File: config.mk
export PLATFORM = sky130hd
export DESIGN_NAME = irq_prio_ctrl
export DESIGN_NICKNAME = d
export VERILOG_FILES = /design/src/rtl/irq_prio_pkg.sv /design/src/rtl/irq_sfr_regs.sv /design/src/rtl/irq_req_latch.sv /design/src/rtl/irq_arbiter.sv /design/src/rtl/irq_nest_track.sv /design/src/rtl/irq_prio_ctrl.sv
export SDC_FILE = /design/constraint.sdc
export NUM_CORES = 1
export LEC_CHECK = 0
export BUFFER_PORTS_ARGS = -buffer_cell sky130_fd_sc_hd__buf_4
export CAP_MARGIN = 20
export CORE_ASPECT_RATIO = 1.2
export CORE_UTILIZATION = 53
export CTS_BUF_LIST = sky130_fd_sc_hd__clkbuf_16
export CTS_CLUSTER_SIZE = 16
export DETAILED_ROUTE_END_ITERATION = 16
export PLACE_DENSITY = 0.9
export SLEW_MARGIN = 20
export SYNTH_ARGS = -nofsm -noshare
export SYNTH_HDL_FRONTEND = slang
export SYNTH_HIERARCHICAL = 1
export SYNTH_SLANG_ARGS = --single-unit
File: constraint.sdc
create_clock -name clk -period 2.9 [get_ports clk]
set_input_delay 0.58 -clock clk [delete_from_list [all_inputs] [get_ports clk]]
set_output_delay 0.58 -clock clk [all_outputs]
set_load 0.05 [all_outputs]
File: src/rtl/irq_prio_pkg.sv
package irq_prio_pkg;

  localparam logic [7:0] ADDR_ENABLE = 8'hA8;
  localparam logic [7:0] ADDR_LEVEL  = 8'hB8;
  localparam int         MASTER_BIT  = 7;

  // handler address for a source index: 3 + 8*idx
  function automatic logic [15:0] vec_of(input logic [7:0] idx);
    return 16'h0003 + {5'b00000, idx, 3'b000};
  endfunction

endpackage

File: src/rtl/irq_sfr_regs.sv
module irq_sfr_regs #(
  parameter int NS = 5
) (
  input  logic          clk,
  input  logic          rst_n,
  input  logic [7:0]    sfr_addr,
  input  logic [7:0]    sfr_wdata,
  input  logic          sfr_we,
  output logic [7:0]    sfr_rdata,
  output logic [NS-1:0] src_en,
  output logic          glb_en,
  output logic [NS-1:0] src_hi
);
  import irq_prio_pkg::*;

  localparam logic [7:0] SRC_MASK = 8'((1 << NS) - 1);
  localparam logic [7:0] EN_MASK  = SRC_MASK | 8'(1 << MASTER_BIT);

  logic [7:0] en_q;
  logic [7:0] lv_q;

  always_ff @(posedge clk) begin
    if (!rst_n) begin
      en_q <= '0;
      lv_q <= '0;
    end else if (sfr_we) begin
      case (sfr_addr)
        ADDR_ENABLE: en_q <= sfr_wdata & EN_MASK;
        ADDR_LEVEL:  lv_q <= sfr_wdata & SRC_MASK;
        default: ;
      endcase
    end
  end

  always_comb begin
    case (sfr_addr)
      ADDR_ENABLE: sfr_rdata = en_q;
      ADDR_LEVEL:  sfr_rdata = lv_q;
      default:     sfr_rdata = 8'h00;
    endcase
  end

  assign src_en = en_q[NS-1:0];
  assign glb_en = en_q[MASTER_BIT];
  assign src_hi = lv_q[NS-1:0];

  // a write to another address leaves both registers unchanged
  a_r2_other_addr: assert property (@(posedge clk) disable iff (!rst_n)
    (sfr_we && sfr_addr != ADDR_ENABLE && sfr_addr != ADDR_LEVEL)
      |=> ($stable(en_q) && $stable(lv_q)));

endmodule

File: src/rtl/irq_req_latch.sv
module irq_req_latch #(
  parameter int NPAIR = 2,
  localparam int NS   = 2 * NPAIR + 1,
  localparam int SW   = $clog2(NS)
) (
  input  logic             clk,
  input  logic             rst_n,
  input  logic [NPAIR-1:0] ext_n,
  input  logic [NPAIR-1:0] tmr_ovf,
  input  logic             ser_ri,
  input  logic             ser_ti,
  input  logic             ack,
  input  logic [SW-1:0]    ack_src,
  output logic [NS-1:0]    pend
);

  for (genvar k = 0; k < NPAIR; k++) begin : g_pair
    logic ext_prev;
    logic ext_flag;
    logic tmr_flag;
    logic ext_fall;
    logic ext_clr;
    logic tmr_clr;

    assign ext_fall = ext_prev & ~ext_n[k];
    assign ext_clr  = ack && (ack_src == SW'(2 * k));
    assign tmr_clr  = ack && (ack_src == SW'(2 * k + 1));

    always_ff @(posedge clk) begin
      if (!rst_n) begin
        ext_prev <= 1'b1;
        ext_flag <= 1'b0;
        tmr_flag <= 1'b0;
      end else begin
        ext_prev <= ext_n[k];
        ext_flag <= ext_fall   | (ext_flag & ~ext_clr);
        tmr_flag <= tmr_ovf[k] | (tmr_flag & ~tmr_clr);
      end
    end

    assign pend[2 * k]     = ext_flag;
    assign pend[2 * k + 1] = tmr_flag;

    // accepted timer request is cleared unless a new strobe arrives
    a_r10_tmr_clear: assert property (@(posedge clk) disable iff (!rst_n)
      (tmr_clr && !tmr_ovf[k]) |=> !pend[2 * k + 1]);

    // a strobe always leaves the flag set
    a_r3_tmr_capture: assert property (@(posedge clk) disable iff (!rst_n)
      tmr_ovf[k] |=> pend[2 * k + 1]);
  end

  logic ser_q;
  always_ff @(posedge clk) begin
    if (!rst_n) ser_q <= 1'b0;
    else        ser_q <= ser_ri | ser_ti;
  end
  assign pend[NS-1] = ser_q;

  // serial request survives acceptance while the port flags stay up
  a_r10_ser_kept: assert property (@(posedge clk) disable iff (!rst_n)
    (ser_ri || ser_ti) |=> pend[NS-1]);

endmodule

File: src/rtl/irq_arbiter.sv
module irq_arbiter #(
  parameter int  NS = 5,
  localparam int SW = $clog2(NS)
) (
  input  logic          clk,
  input  logic          rst_n,
  input  logic [NS-1:0] pend,
  input  logic [NS-1:0] src_en,
  input  logic          glb_en,
  input  logic [NS-1:0] src_hi,
  output logic          win_vld,
  output logic [SW-1:0] win_src,
  output logic          win_lvl
);

  logic [NS-1:0] elig;
  logic [NS-1:0] hi_req;
  logic [NS-1:0] lo_req;

  assign elig   = pend & src_en & {NS{glb_en}};
  assign hi_req = elig & src_hi;
  assign lo_req = elig & ~src_hi;

  // descending scans leave the lowest index; high group overrides low
  always_comb begin
    win_vld = 1'b0;
    win_src = '0;
    win_lvl = 1'b0;
    for (int i = NS - 1; i >= 0; i--) begin
      if (lo_req[i]) begin
        win_vld = 1'b1;
        win_src = SW'(i);
        win_lvl = 1'b0;
      end
    end
    for (int i = NS - 1; i >= 0; i--) begin
      if (hi_req[i]) begin
        win_vld = 1'b1;
        win_src = SW'(i);
        win_lvl = 1'b1;
      end
    end
  end

  // any eligible high request puts the winner in the high group
  a_r5_high_first: assert property (@(posedge clk) disable iff (!rst_n)
    (|(pend & src_en & src_hi) && glb_en) |-> (win_vld && win_lvl));

  // the winner is always pending and enabled
  a_r4_winner_enabled: assert property (@(posedge clk) disable iff (!rst_n)
    win_vld |-> (pend[win_src] && src_en[win_src] && glb_en));

endmodule

File: src/rtl/irq_nest_track.sv
module irq_nest_track #(
  parameter int  NS = 5,
  localparam int SW = $clog2(NS)
) (
  input  logic          clk,
  input  logic          rst_n,
  input  logic          win_vld,
  input  logic [SW-1:0] win_src,
  input  logic          win_lvl,
  input  logic          irq_ready,
  input  logic          reti,
  output logic          irq_valid,
  output logic [15:0]   irq_vector,
  output logic          ack,
  output logic [SW-1:0] ack_src
);
  import irq_prio_pkg::*;

  logic          valid_q;
  logic [SW-1:0] src_q;
  logic          lvl_q;
  logic [1:0]    in_svc;
  logic [1:0]    svc_clr;
  logic [1:0]    svc_set;
  logic          take;
  logic          allowed;

  assign take    = valid_q & irq_ready;
  assign allowed = win_lvl ? !in_svc[1] : (in_svc == 2'b00);

  always_comb begin
    svc_clr = 2'b00;
    if (reti) begin
      if (in_svc[1])      svc_clr = 2'b10;
      else if (in_svc[0]) svc_clr = 2'b01;
    end
    svc_set = 2'b00;
    if (take) svc_set = lvl_q ? 2'b10 : 2'b01;
  end

  always_ff @(posedge clk) begin
    if (!rst_n) begin
      valid_q <= 1'b0;
      src_q   <= '0;
      lvl_q   <= 1'b0;
      in_svc  <= 2'b00;
    end else begin
      if (valid_q) begin
        if (irq_ready) valid_q <= 1'b0;
      end else if (win_vld && allowed) begin
        valid_q <= 1'b1;
        src_q   <= win_src;
        lvl_q   <= win_lvl;
      end
      in_svc <= (in_svc & ~svc_clr) | svc_set;
    end
  end

  assign irq_valid  = valid_q;
  assign irq_vector = valid_q ? vec_of(8'(src_q)) : 16'h0000;
  assign ack        = take;
  assign ack_src    = src_q;

  // an offer is frozen until accepted
  a_r11_hold: assert property (@(posedge clk) disable iff (!rst_n)
    (irq_valid && !irq_ready) |=> (irq_valid && $stable(irq_vector)));

  // no offer while a high handler runs; low offers only when idle
  a_r8_nest_high: assert property (@(posedge clk) disable iff (!rst_n)
    irq_valid |-> !in_svc[1]);
  a_r8_nest_low: assert property (@(posedge clk) disable iff (!rst_n)
    (irq_valid && !lvl_q) |-> (in_svc == 2'b00));

  // a return pulse drops exactly one in-service level
  a_r9_reti_pop: assert property (@(posedge clk) disable iff (!rst_n)
    (reti && !take && in_svc != 2'b00)
      |=> ($countones(in_svc) == $countones($past(in_svc)) - 1));

  // offered vectors lie on the 8-byte handler grid
  a_r7_vec_grid: assert property (@(posedge clk) disable iff (!rst_n)
    irq_valid |-> (irq_vector[2:0] == 3'b011 && irq_vector <= vec_of(8'(NS - 1))));

endmodule

File: src/rtl/irq_prio_ctrl.sv
module irq_prio_ctrl #(
  parameter int  NPAIR = 2,
  localparam int NS    = 2 * NPAIR + 1,
  localparam int SW    = $clog2(NS)
) (
  input  logic             clk,
  input  logic             rst_n,
  input  logic [7:0]       sfr_addr,
  input  logic [7:0]       sfr_wdata,
  input  logic             sfr_we,
  output logic [7:0]       sfr_rdata,
  input  logic [NPAIR-1:0] ext_n,
  input  logic [NPAIR-1:0] tmr_ovf,
  input  logic             ser_ri,
  input  logic             ser_ti,
  output logic             irq_valid,
  input  logic             irq_ready,
  output logic [15:0]      irq_vector,
  input  logic             reti
);

  logic [NS-1:0] src_en;
  logic [NS-1:0] src_hi;
  logic          glb_en;
  logic [NS-1:0] pend;
  logic          win_vld;
  logic [SW-1:0] win_src;
  logic          win_lvl;
  logic          ack;
  logic [SW-1:0] ack_src;

  irq_sfr_regs #(.NS(NS)) i_regs (
    .clk(clk), .rst_n(rst_n),
    .sfr_addr(sfr_addr), .sfr_wdata(sfr_wdata), .sfr_we(sfr_we),
    .sfr_rdata(sfr_rdata),
    .src_en(src_en), .glb_en(glb_en), .src_hi(src_hi)
  );

  irq_req_latch #(.NPAIR(NPAIR)) i_latch (
    .clk(clk), .rst_n(rst_n),
    .ext_n(ext_n), .tmr_ovf(tmr_ovf),
    .ser_ri(ser_ri), .ser_ti(ser_ti),
    .ack(ack), .ack_src(ack_src),
    .pend(pend)
  );

  irq_arbiter #(.NS(NS)) i_arb (
    .clk(clk), .rst_n(rst_n),
    .pend(pend), .src_en(src_en), .glb_en(glb_en), .src_hi(src_hi),
    .win_vld(win_vld), .win_src(win_src), .win_lvl(win_lvl)
  );

  irq_nest_track #(.NS(NS)) i_nest (
    .clk(clk), .rst_n(rst_n),
    .win_vld(win_vld), .win_src(win_src), .win_lvl(win_lvl),
    .irq_ready(irq_ready), .reti(reti),
    .irq_valid(irq_valid), .irq_vector(irq_vector),
    .ack(ack), .ack_src(ack_src)
  );

  // a fresh offer only follows a cycle with the master bit set
  a_r4_master_gate: assert property (@(posedge clk) disable iff (!rst_n)
    $rose(irq_valid) |-> $past(glb_en));

endmodule

Word level (Yosys, flattened, before mapping). Cells that the tools add are included.

Word-level logic and storage cells: 93. Output and inout bits: 25. Bits in registers: 25.

Equal/unequal tests: 5. Muxes and demuxes: 36. Reduce and logical (&&, ||, !) cells: 11. $add $sub $neg: 1. Bitwise logic cells: 27.

Operator list (count): $mux 3 (10); $and 5x5->5 (4); $mux 1 (20); $eq 8x8->1 const B (2); $mux 16 (1); $pmux 8 s2 (1); $mux 2 (4); $add 2x6->7 const A (1); $and 1x1->1 (7); $not 1->1 (7); $eq 3x2->1 const B (2); $reduce_and 2->1 (3); $logic_and 1x1->1 (5); $not 5->5 (1); $or 1x1->1 (5); $eq 3x1->1 const B (1); $logic_not 3->1 (1); $and 2x2->2 (1); $logic_not 2->1 (1); $not 2->2 (1); $or 2x2->2 (1); $logic_not 1->1 (1).

Depth between registers and ports, before layout.
Depth after elaboration: 16. Gate-level depth with buffers: 7. Depth with buffers taken out: 6.

By module. The synthesis kept the hierarchy.

By module, submodules not included: irq_sfr_regs (cells an instance 62, area each 565.5 µm², instances 1); irq_nest_track (cells an instance 48, area each 427.9 µm², instances 1); irq_req_latch (cells an instance 30, area each 287.8 µm², instances 1); irq_arbiter (cells an instance 30, area each 234.0 µm², instances 1).

Least setup slack after synthesis. OpenSTA, ideal clock, no wires.

Kind: input to output. Start: in sfr_addr[2]. End: out sfr_rdata[7]. Arrival: 2181 ps. Path slack: 139 ps. Required time: 2320 ps. Stages on the path: 3. Cells stage by stage: and4bb_2 > nand2_1 > nor3b_1.

Word-level cells in the longest chain between the ends: 2. Elaborated cells between the ends (all ways): 3. Classes of those cells: eq/ne: 2; mux: 1.

RTL lines: from (decl) (line irq_prio_ctrl.sv:8) `input logic [7:0] sfr_addr,`; $eq 8x8->1 (line irq_sfr_regs.sv:36) `case (sfr_addr)`; $pmux 8 s2 (*) (line irq_sfr_regs.sv:36); to (decl) (line irq_prio_ctrl.sv:11) `output logic [7:0] sfr_rdata,`.

Every way passes the cells marked *; elsewhere a longest branch is shown, timed or not.

Final worst setup path. Same ends and word-level chain as after synthesis.

==> impl_metrics.json <==
{
  "period_share": 0.766,
  "critPathKind": "input pin to primary output",
  "wl_per_cell_um": 14.6,
  "cp.required_ns": 2.32,
  "holdCritPathClass": "register to register",
  "num_rows": 20,
  "numCtsBuffers": 3,
  "startpoint_type": "input pin",
  "finalNonFillerCells": 228,
  "initial_utilization": 0.577,
  "slew_viol_final": 0,
  "diodes": 0,
  "drt_iter0_drc": 40,
  "die_area_mm2": 0.00308,
  "numPortBuffers": 36,
  "irDropWorstVdd_mv": 0.415,
  "cp-end-kind": "primary output",
  "layout_common_cells": "buf_4 (36), nand2_1 (29), dfxtp_1 (25), mux2i_1 (20), conb_1 (13)",
  "grt.total_usage": 0.238,
  "cts_tree": "done",
  "pin_count": 52,
  "max_slew_margin": 0.659,
  "clkTransAtPathRegs_ns": 0.06,
  "drc": 0,
  "clk_latency_ns": 0.26,
  "detail-route-antenna-nets": 0,
  "gr-usage-met2": 0.474,
  "worstPathArrival_ns": 1.64,
  "fin_tns_setup_ns": 0,
  "critPathMaxFanout": 6,
  "use_met1": 0.241,
  "globalRouteOverflowTotal": 0,
  "cts_buffer_depth": 2,
  "finalClockSkew_ns": 0.00319,
  "htree_levels": 1,
  "grt_pass1_vias": 1347,
  "grt_pass1_wl_um": 5550,
  "num-nets-final": 223,
  "fillerInstances": 205,
  "finalWirelength_um": 3330,
  "fp.dieH_um": 60.6,
  "setup_viol": 0,
  "synthCells": 170,
  "status": "completed",
  "drv_cap": 0,
  "routed_via_density": 5.60,
  "grtUsageMet3": 0.0326,
  "holdWs_ns": 0.453,
  "netlist_area_mm2": 0.00152,
  "layout-drive-gt1-share": 0.267,
  "cts_setup_buffers": 0,
  "busiest_layer": "met2",
  "layout_commonest_cell": "buf_4",
  "yosysSeqAreaShare": 0.330,
  "syn_avg_cell_area_um2": 8.91,
  "finalWeightedCongestion": 0.878,
  "antenna_found_initial": 0,
  "worst_slew_pin_slew_ns": 0.511,
  "min_period_ns": 2.22,
  "ys_warn_count": 6,
  "dp_hpwl_um": 2450,
  "clock_sink_count": 25,
  "cts_hold_buf": 0,
  "die_w_um": 50.8,
  "power_density_mw_per_mm2": 424,
  "placed_cells": 224,
  "fmax_mhz": 450,
  "vias": 1277,
  "grt_max_degree": 36,
  "ys_types": 45,
  "rsz0062_at_grt": "false",
  "first_pass_iters": 5,
  "coreArea_mm2": 0.00263,
  "postCtsResizedCells": 0,
  "cts-root-buf": "clkbuf_16",
  "syn_to_final_growth_pct": 16.1,
  "leakage_nw": 0.815,
  "ys_ff_latch": 25,
  "hold_violations": 0
}
[where the power goes]
group / internal (mW) / total [mW] / switching [mW]
Clock: 0.186 / 0.303 / 0.118
Sequential: 0.350 / 0.356 / 0.00627
Combinational: 0.0293 / 0.0868 / 0.0574
[Yosys cell counts, drive strengths merged]
cell / number / share of area
nand3b: 1 / 0.0050
mux2i: 20 / 0.13
o221ai: 1 / 0.0099
nor4b: 1 / 0.016
nor2b: 4 / 0.021
or3b: 1 / 0.0058
clkbuf: 2 / 0.0050
and4bb: 1 / 0.0083
and2: 4 / 0.017
a21oi: 3 / 0.012
a211oi: 1 / 0.0050
nand4: 4 / 0.017
a22oi: 1 / 0.0050
o211ai: 1 / 0.0050
conb: 2 / 0.0050
a22o: 1 / 0.0058
o21ai: 7 / 0.023
a31oi: 1 / 0.0041
inv: 3 / 0.0074
and3: 2 / 0.012
a32o: 1 / 0.0066
nand2: 29 / 0.072
o2bb2ai: 1 / 0.0058
buf: 24 / 0.12
nand2b: 4 / 0.017
dfxtp: 25 / 0.33
nor2: 7 / 0.017
nor3b: 4 / 0.026
o21a: 3 / 0.020
a21boi: 2 / 0.0099
nand4b: 2 / 0.026
and4: 2 / 0.013
nand3: 5 / 0.017
[logic make-up after synthesis]
| family | synth area share |
|---|---|
| buffers and inverters | 0.132 |
| AOI/OAI and AO/OA | 0.112 |
| DFF | 0.330 |
| and+or+nand+nor | 0.288 |
| other | 0.00496 |
| muxes | 0.132 |
[worst paths after layout]
kind / slack (ns) / endpoint / startpoint / cells after the start
max: 0.68 / sfr_rdata[7] / sfr_addr[2] / 5
max reg2reg: 0.82 / i_nest/lvl_q / i_regs/en_q[7] / 6
min: 0.45 / i_latch/g_pair[1].ext_flag / i_latch/g_pair[1].ext_prev / 2
min reg2reg: 0.45 / i_latch/g_pair[1].ext_flag / i_latch/g_pair[1].ext_prev / 2
[flip-flops by register name, indices dropped and copies added, names as in the netlist]
name / flops
i_nest/in_svc: 2
i_nest/ack_src: 3
i_latch/ser_q: 1
i_latch/g_pair.ext_flag: 2
i_nest/lvl_q: 1
i_latch/g_pair.ext_prev: 2
i_latch/g_pair.tmr_flag: 2
i_regs/lv_q: 5
i_nest/irq_valid: 1
i_regs/en_q: 6
[worst max-delay path: stages]
cell	delay, ns
buf_4	0.11
and4bb_2	0.31
nand2_1	0.15
nor3b_1	0.25
buf_4	0.24
[routing by layer]
metal / wire length [um] / vias to the layer above
met2: 1850 / 63
met3: 164 / 13
met5: 0 / -
met1: 1230 / 591
met4: 77 / 0
li1: - / 610
[cell type report]
type	instances	area, um^2	area share
clock buffer	3	75.1	0.0427
clock inverter	1	5.00	0.00284
inverter	3	11.3	0.00640
multi-input combinational	127	856	0.486
sequential	25	500	0.284
tap	33	41.3	0.0235
timing repair buffer	36	270	0.154
[stage by stage]
step | power [mW] | cell area, um^2 | utilization | setup WS, ns
after global routing | 0.775 | 1760 | 0.670 | 0.599
after CTS | 0.754 | 1760 | 0.670 | 0.677
after detailed placement | 0.451 | 1680 | 0.639 | 0.686
final | 0.746 | 1760 | 0.670 | 0.678
after global placement | 0.447 | 1680 | 0.639 | 0.739
after floorplan | 0.439 | 1560 | - | 0.139
Note: power is estimated with default switching activity, not from simulation.
